`src/rtl/ldrq_pkg.sv`:
```
package ldrq_pkg;
  localparam int CHAN_BITS  = 3;
  localparam int FRAME_BITS = CHAN_BITS + 3;
  localparam logic START_LVL = 1'b0;
  localparam logic STOP_LVL  = 1'b1;
  localparam logic IDLE_LVL  = 1'b1;

  // Bits that follow the start bit, first-sent bit in the MSB.
  function automatic logic [FRAME_BITS-2:0] frame_tail(input logic [CHAN_BITS-1:0] ch,
                                                       input logic lvl);
    return {ch, lvl, STOP_LVL};
  endfunction
endpackage

```
`src/rtl/ldrq_level_track.sv`:
```
module ldrq_level_track #(
  parameter int NUM_CH = 8
) (
  input  logic                           clk,
  input  logic                           rst,
  input  logic [NUM_CH-1:0]              req_i,
  input  logic                           grant_i,
  input  logic [ldrq_pkg::CHAN_BITS-1:0] grant_idx_i,
  output logic [NUM_CH-1:0]              level_o,
  output logic [NUM_CH-1:0]              pending_o
);
  logic [NUM_CH-1:0] req_q;
  logic [NUM_CH-1:0] sent_q;

  always_ff @(posedge clk) begin
    if (rst) begin
      req_q  <= '0;
      sent_q <= '0;
    end else begin
      req_q <= req_i;
      if (grant_i) sent_q[grant_idx_i] <= req_q[grant_idx_i];
    end
  end

  assign level_o   = req_q;
  assign pending_o = req_q ^ sent_q;


  report_once_chk: assert property (@(posedge clk) disable iff (rst)
    !grant_i |=> $stable(sent_q));
endmodule

```
`src/rtl/ldrq_prio_pick.sv`:
```
module ldrq_prio_pick #(
  parameter int NUM_CH = 8
) (
  input  logic [NUM_CH-1:0]              pend_i,
  output logic                           valid_o,
  output logic [ldrq_pkg::CHAN_BITS-1:0] idx_o
);
  always_comb begin
    valid_o = 1'b0;
    idx_o   = '0;
    for (int i = NUM_CH - 1; i >= 0; i--) begin
      if (pend_i[i]) begin
        valid_o = 1'b1;
        idx_o   = ldrq_pkg::CHAN_BITS'(i);
      end
    end
  end

  always_comb begin
    if (valid_o) begin

      pick_lowest_chk: assert (pend_i[idx_o]);
    end
  end
endmodule

```
`src/rtl/ldrq_frame_tx.sv`:
```
module ldrq_frame_tx
  import ldrq_pkg::*;
(
  input  logic                 clk,
  input  logic                 rst,
  input  logic                 load_i,
  input  logic [CHAN_BITS-1:0] ch_i,
  input  logic                 lvl_i,
  output logic                 ready_o,
  output logic                 ldrq_n_o,
  output logic                 busy_o,
  output logic                 done_o
);
  localparam int CNT_W = $clog2(FRAME_BITS);
  localparam logic [CNT_W-1:0] LAST_POS = CNT_W'(FRAME_BITS - 1);

  logic [FRAME_BITS-2:0] sh_q;
  logic [CNT_W-1:0]      cnt_q;
  logic                  busy_q, line_q, done_q;
  logic                  at_stop;

  assign at_stop = busy_q && (cnt_q == LAST_POS);
  assign ready_o = !busy_q || at_stop;

  always_ff @(posedge clk) begin
    if (rst) begin
      sh_q   <= '0;
      cnt_q  <= '0;
      busy_q <= 1'b0;
      line_q <= IDLE_LVL;
      done_q <= 1'b0;
    end else begin
      done_q <= at_stop;
      if (load_i && ready_o) begin
        line_q <= START_LVL;
        sh_q   <= frame_tail(ch_i, lvl_i);
        cnt_q  <= '0;
        busy_q <= 1'b1;
      end else if (at_stop) begin
        line_q <= IDLE_LVL;
        busy_q <= 1'b0;
      end else if (busy_q) begin
        line_q <= sh_q[FRAME_BITS-2];
        sh_q   <= {sh_q[FRAME_BITS-3:0], 1'b0};
        cnt_q  <= cnt_q + 1'b1;
      end
    end
  end

  assign ldrq_n_o = line_q;
  assign busy_o   = busy_q;
  assign done_o   = done_q;


  idle_high_chk: assert property (@(posedge clk) disable iff (rst)
    !busy_o |-> ldrq_n_o);

  start_bit_chk: assert property (@(posedge clk) disable iff (rst)
    (load_i && ready_o) |=> (!ldrq_n_o && busy_o));

  done_pulse_chk: assert property (@(posedge clk) disable iff (rst)
    done_o |=> !done_o);
endmodule

```
`src/rtl/dma_req_serializer.sv`:
```
module dma_req_serializer #(
  parameter int NUM_CH = 8
) (
  input  logic              clk,
  input  logic              rst,
  input  logic [NUM_CH-1:0] req_i,
  input  logic              pwr_dn_i,
  output logic              ldrq_n_o,
  output logic              busy_o,
  output logic              done_o
);
  import ldrq_pkg::*;

  logic [NUM_CH-1:0]    level, pending;
  logic                 pick_vld, tx_ready, launch;
  logic [CHAN_BITS-1:0] pick_idx;

  ldrq_level_track #(.NUM_CH(NUM_CH)) track_i (
    .clk(clk), .rst(rst), .req_i(req_i),
    .grant_i(launch), .grant_idx_i(pick_idx),
    .level_o(level), .pending_o(pending)
  );

  ldrq_prio_pick #(.NUM_CH(NUM_CH)) pick_i (
    .pend_i(pending), .valid_o(pick_vld), .idx_o(pick_idx)
  );

  assign launch = pick_vld && tx_ready && !pwr_dn_i;

  ldrq_frame_tx tx_i (
    .clk(clk), .rst(rst), .load_i(launch), .ch_i(pick_idx),
    .lvl_i(level[pick_idx]), .ready_o(tx_ready),
    .ldrq_n_o(ldrq_n_o), .busy_o(busy_o), .done_o(done_o)
  );


  pwr_quiet_chk: assert property (@(posedge clk) disable iff (rst)
    (pwr_dn_i && !busy_o) |=> !busy_o);
endmodule

```
`config.mk`:
```
export PLATFORM = sky130hd
export DESIGN_NAME = dma_req_serializer
export DESIGN_NICKNAME = d
export VERILOG_FILES = /design/src/rtl/ldrq_pkg.sv /design/src/rtl/ldrq_level_track.sv /design/src/rtl/ldrq_prio_pick.sv /design/src/rtl/ldrq_frame_tx.sv /design/src/rtl/dma_req_serializer.sv
export SDC_FILE = /design/constraint.sdc
export NUM_CORES = 1
export LEC_CHECK = 0
export BUFFER_PORTS_ARGS = -buffer_cell sky130_fd_sc_hd__buf_2
export CORE_ASPECT_RATIO = 0.5
export CORE_MARGIN = 10
export CORE_UTILIZATION = 50
export CTS_CLUSTER_DIAMETER = 80
export DETAILED_ROUTE_END_ITERATION = 6
export PLACE_DENSITY = 0.7
export SLEW_MARGIN = 20
export SYNTH_ARGS = -nofsm -noshare
export SYNTH_HDL_FRONTEND = slang
export SYNTH_HIERARCHICAL = 1
export SYNTH_SLANG_ARGS = --single-unit
```
`constraint.sdc`:
```
create_clock -name clk -period 2.75 [get_ports clk]
set_input_delay 0.55 -clock clk [delete_from_list [all_inputs] [get_ports clk]]
set_output_delay 0.55 -clock clk [all_outputs]
set_load 0.005 [all_outputs]
```
==> run_results.csv <==
group,metric,value,unit
run_status,status,"finished, final reports clean",
sta,setup-violations-final,0,
floorplanning,core_area,2590,µm²
clock_tree,htreeDepth,1,
clock_tree,clk_path_buf_depth,2,
logic_synthesis,synth_compound_gate_area_share,8.23,%
sta,hold_viol,0,
sta,rsz0062_at_grt,"no",
setup_path,cp-startpoint,"track_i/level_o[5]$_SDFF_PP0_",
clock_tree,clk_root_buffer_cell,"sky130_fd_sc_hd__clkbuf_8",
clock_tree,clock-sinks,27,
detailed_routing,detailroute.wirelength.met2,1020,µm
min_path,hp-class,"reg2reg",
clock_tree,cts-buffers-inserted,3,
pwr,cellPowerDensity,523,nW/µm²
setup_path,timing.critical_path.max_delay_family,"multiplexers",
logic_synthesis,edff_count_synth,0,
setup_path,reg2reg_capture_point,"tx_i/sh_q[1]$_SDFFE_PP0P_",
setup_path,cp.buffers_inverters,0,
clock_tree,post_cts_hold_buffer_count,0,
setup_path,ff2ff_path_depth,7,
logic_synthesis,async_flop_share,0,%
floorplanning,start_util,52.3,%
layout,post_layout_nets,166,
floorplanning,design.die.area,5310,µm²
detailed_routing,drt-pass1-iter-count,4,
setup_path,max_fanout_on_critical_path,4,
job,maxCapViolCount,0,
sta,finalCriticalPeriod,2.37,ns
logic_synthesis,share_of_the_yosys_chip_area_belonging_to_registers,40.0,%
logic_synthesis,mappedNetlistNets,147,
setup_path,timing.critical_path.required,2.89,ns
logic_synthesis,yosys-mux-area-fraction,13.6,%
setup_path,critical_path_cell_count,7,
grt,initial_antenna_violation_count,0,
grt,grt_usage,9.19,%
setup_path,critical_setup_path_class,"reg2reg",
logic_synthesis,post_synth_instance_area,1350,µm²
sta,slew_violations,0,
setup_path,ordered_list_of_cells_on_the_worst_path,"xor2_1 -> a21oi_1 -> o41ai_2 -> mux4_1 -> mux2_2 -> mux2i_1 -> a211oi_1",
setup_path,reg2reg_slack,0.38,ns
detailed_routing,wl_met3,108,µm
clock_tree,setup_fix_bufs_post_cts,0,
clock_tree,clkSlewWorstSetupHoldPaths,0.09,ns
logic_synthesis,combinational_family_with_the_most_area_after_synthesis,"simple AND/OR/NAND/NOR gates",
layout,syn2layout_area_growth,13.6,%
detailed_routing,drt-vias-per-instance,5.08,
floorplanning,die_h,56.8,µm
logic_synthesis,yosys_warnings,6,
logic_synthesis,synth.avg_cell_area,10.1,µm²
setup_path,cp-end-kind,"register",
setup_path,arrival,2.51,ns
floorplanning,fp-row-count,13,
detailed_routing,top_layer,"met4",
layout,layout.cells.most_common,"sky130_fd_sc_hd__dfxtp_1",
detailed_routing,detail_route.wirelength.met1,1280,µm
setup_path,r2r_start,"track_i/level_o[5]$_SDFF_PP0_",
sta,worstMarginPinSlew,0.520,ns
layout,drive_above_1_share,18.4,%
floorplanning,floorplan.io_pins,14,
logic_synthesis,synthCells,134,
detailed_routing,detail_route.wirelength,2430,µm
logic_synthesis,synth_cell_type_count,35,
clock_tree,worst_skew_pair.late_latency,0.26,ns
detailed_routing,drcViolationCount,0,
logic_synthesis,synthFlopType,"sky130_fd_sc_hd__dfxtp_1",
setup_path,slowest_delay,0.61,ns
logic_synthesis,area_share_of_xor_xnor_cells_in_the_synthesized_design,5.18,%
sta,timing.max_slew.rel_slack,65.3,%
min_path,worstHoldPathCells,1,
setup_path,critical_path.endpoint,"tx_i/sh_q[1]$_SDFFE_PP0P_",
sta,final.period_utilization,86.3,%
detailed_routing,drt_first_iter_violations,40,
grt,pin_count_of_the_biggest_net_entering_global_routing,36,
placed_design,gp_congestion,0.780,
placed_design,hpwl_after_dpl,1800,µm
placed_design,io_buffer_count,13,
logic_synthesis,synth-adder-area-share,1.85,%
detailed_routing,via_count,960,
setup_path,worst_path_max_delay_cell,"sky130_fd_sc_hd__mux4_1",
clock_tree,tritoncts,"done",
sta,clock-skew-final,0.00397,ns
min_path,min_from,"tx_i/sh_q[4]$_SDFFE_PP0P_",
grt,overflow,0,
layout,postLayoutCoreUtil,59.4,%
logic_synthesis,post_synth_and_or_nand_nor_area_fraction,29.0,%
setup_path,critPathLaunchType,"register",
detailed_routing,drtAntennaViolNets,0,
logic_synthesis,number_of_synthesized_register_bits,27,
layout,layout.cells.most_common_list,"27 x sky130_fd_sc_hd__dfxtp_1, 18 x sky130_fd_sc_hd__nand2b_1, 13 x sky130_fd_sc_hd__buf_2",
grt,grt_pass1_vias,908,
sta,fmax,421,MHz
grt,grt_first_pass_wirelength,4070,µm
sta,tns,0,ns
pwr,max-vdd-ir-drop,0.312,mV
pwr,power_leakage,0.663,nW
detailed_routing,detail_route.wl_per_cell,12.9,µm
layout,antenna-diode-count,0,
clock_tree,post_cts_resized,0,
floorplanning,dieWidth,93.6,µm
layout,fillCellCount,235,
==> metrics by stage <==
step / area (µm²) / hold WS [ns] / total power [mW] / std cells / setup slack, ns
after global placement: 1490 / 0.461 / 0.594 / 185 / 0.488
after floorplan: 1360 / 0.435 / 0.550 / 134 / 0.307
after CTS: 1540 / 0.482 / 0.813 / 189 / 0.363
final: 1540 / 0.486 / 0.804 / 189 / 0.376
after global routing: 1540 / 0.485 / 0.845 / 189 / 0.163
after detailed placement: 1490 / 0.471 / 0.597 / 185 / 0.389
==> worst reg2reg max path: cells and delay by family (launching register included) <==
kind            cells  cell delay (ns)
mux                 3             1.03
compound gates      3             0.60
flops               1             0.36
xor+xnor            1             0.27
==> report_power, final <==
part	switching, mW	internal (mW)
Sequential	0.0163	0.413
Clock	0.112	0.104
Combinational	0.0782	0.0809
Total	0.206	0.597
==> logic make-up after synthesis <==
family          count (synthesis)
mux                            15
simple gates                   60
flops                          27
xor+xnor                        8
buf+inv                         7
compound gates                 15
fa+ha+maj                       2
==> how the worst min path moves through the flow <==
stage | endpoint
detailed placement | tx_i/ldrq_n_o$_SDFFE_PP1P_
floorplan | tx_i/ldrq_n_o$_SDFFE_PP1P_
global placement | tx_i/ldrq_n_o$_SDFFE_PP1P_
finish | tx_i/ldrq_n_o$_SDFFE_PP1P_
global route | track_i/level_o[1]$_SDFF_PP0_
CTS | track_i/level_o[1]$_SDFF_PP0_
==> synthesized netlist by cell type, types with 2 or more instances <==
library cell	number	share of area [%]
sky130_fd_sc_hd__dfxtp_1	27	40
sky130_fd_sc_hd__nand2b_1	18	8.3
sky130_fd_sc_hd__mux2i_1	12	8.9
sky130_fd_sc_hd__nor2_1	11	3.1
sky130_fd_sc_hd__nor2b_1	10	4.6
sky130_fd_sc_hd__xor2_1	8	5.2
sky130_fd_sc_hd__a211oi_1	5	2.8
sky130_fd_sc_hd__a21oi_1	4	1.5
sky130_fd_sc_hd__and4bb_1	3	2.8
sky130_fd_sc_hd__nand4b_1	3	1.9
sky130_fd_sc_hd__clkbuf_1	2	0.56
sky130_fd_sc_hd__ha_1	2	1.8
sky130_fd_sc_hd__inv_1	2	0.56
sky130_fd_sc_hd__mux4_1	2	3.9
sky130_fd_sc_hd__nand2_1	2	0.56
sky130_fd_sc_hd__nand3b_1	2	1.1
sky130_fd_sc_hd__nor3_1	2	0.74
sky130_fd_sc_hd__o21ai_0	2	0.74
==> final cells by class <==
cell class	instances	area, µm²	area share (%)
Clock buffer	4	45.0	2.93
Tap cell	37	46.3	3.01
Sequential cell	27	541	35.2
Timing Repair Buffer	18	103	6.68
Multi-Input combinational cell	100	791	51.5
Inverter	3	11.3	0.733
==> per-layer routing <==
| layer | track usage, % | vias to the layer above |
|---|---|---|
| met1 | 11.6 | 434 |
| met5 | 0 | - |
| met2 | 14.2 | 17 |
| met4 | 1.94 | 0 |
| met3 | 3.84 | 2 |
| li1 | - | 507 |
==> state kept, by name, summed over array words and instances, names as in the netlist <==
signal / flops
track_i/level_o: 8
tx_i/done_o: 1
tx_i/cnt_q: 3
tx_i/sh_q: 5
tx_i/ldrq_n_o: 1
tx_i/busy_o: 1
track_i/sent_q: 8
Note: power is estimated with default switching activity, not from simulation.
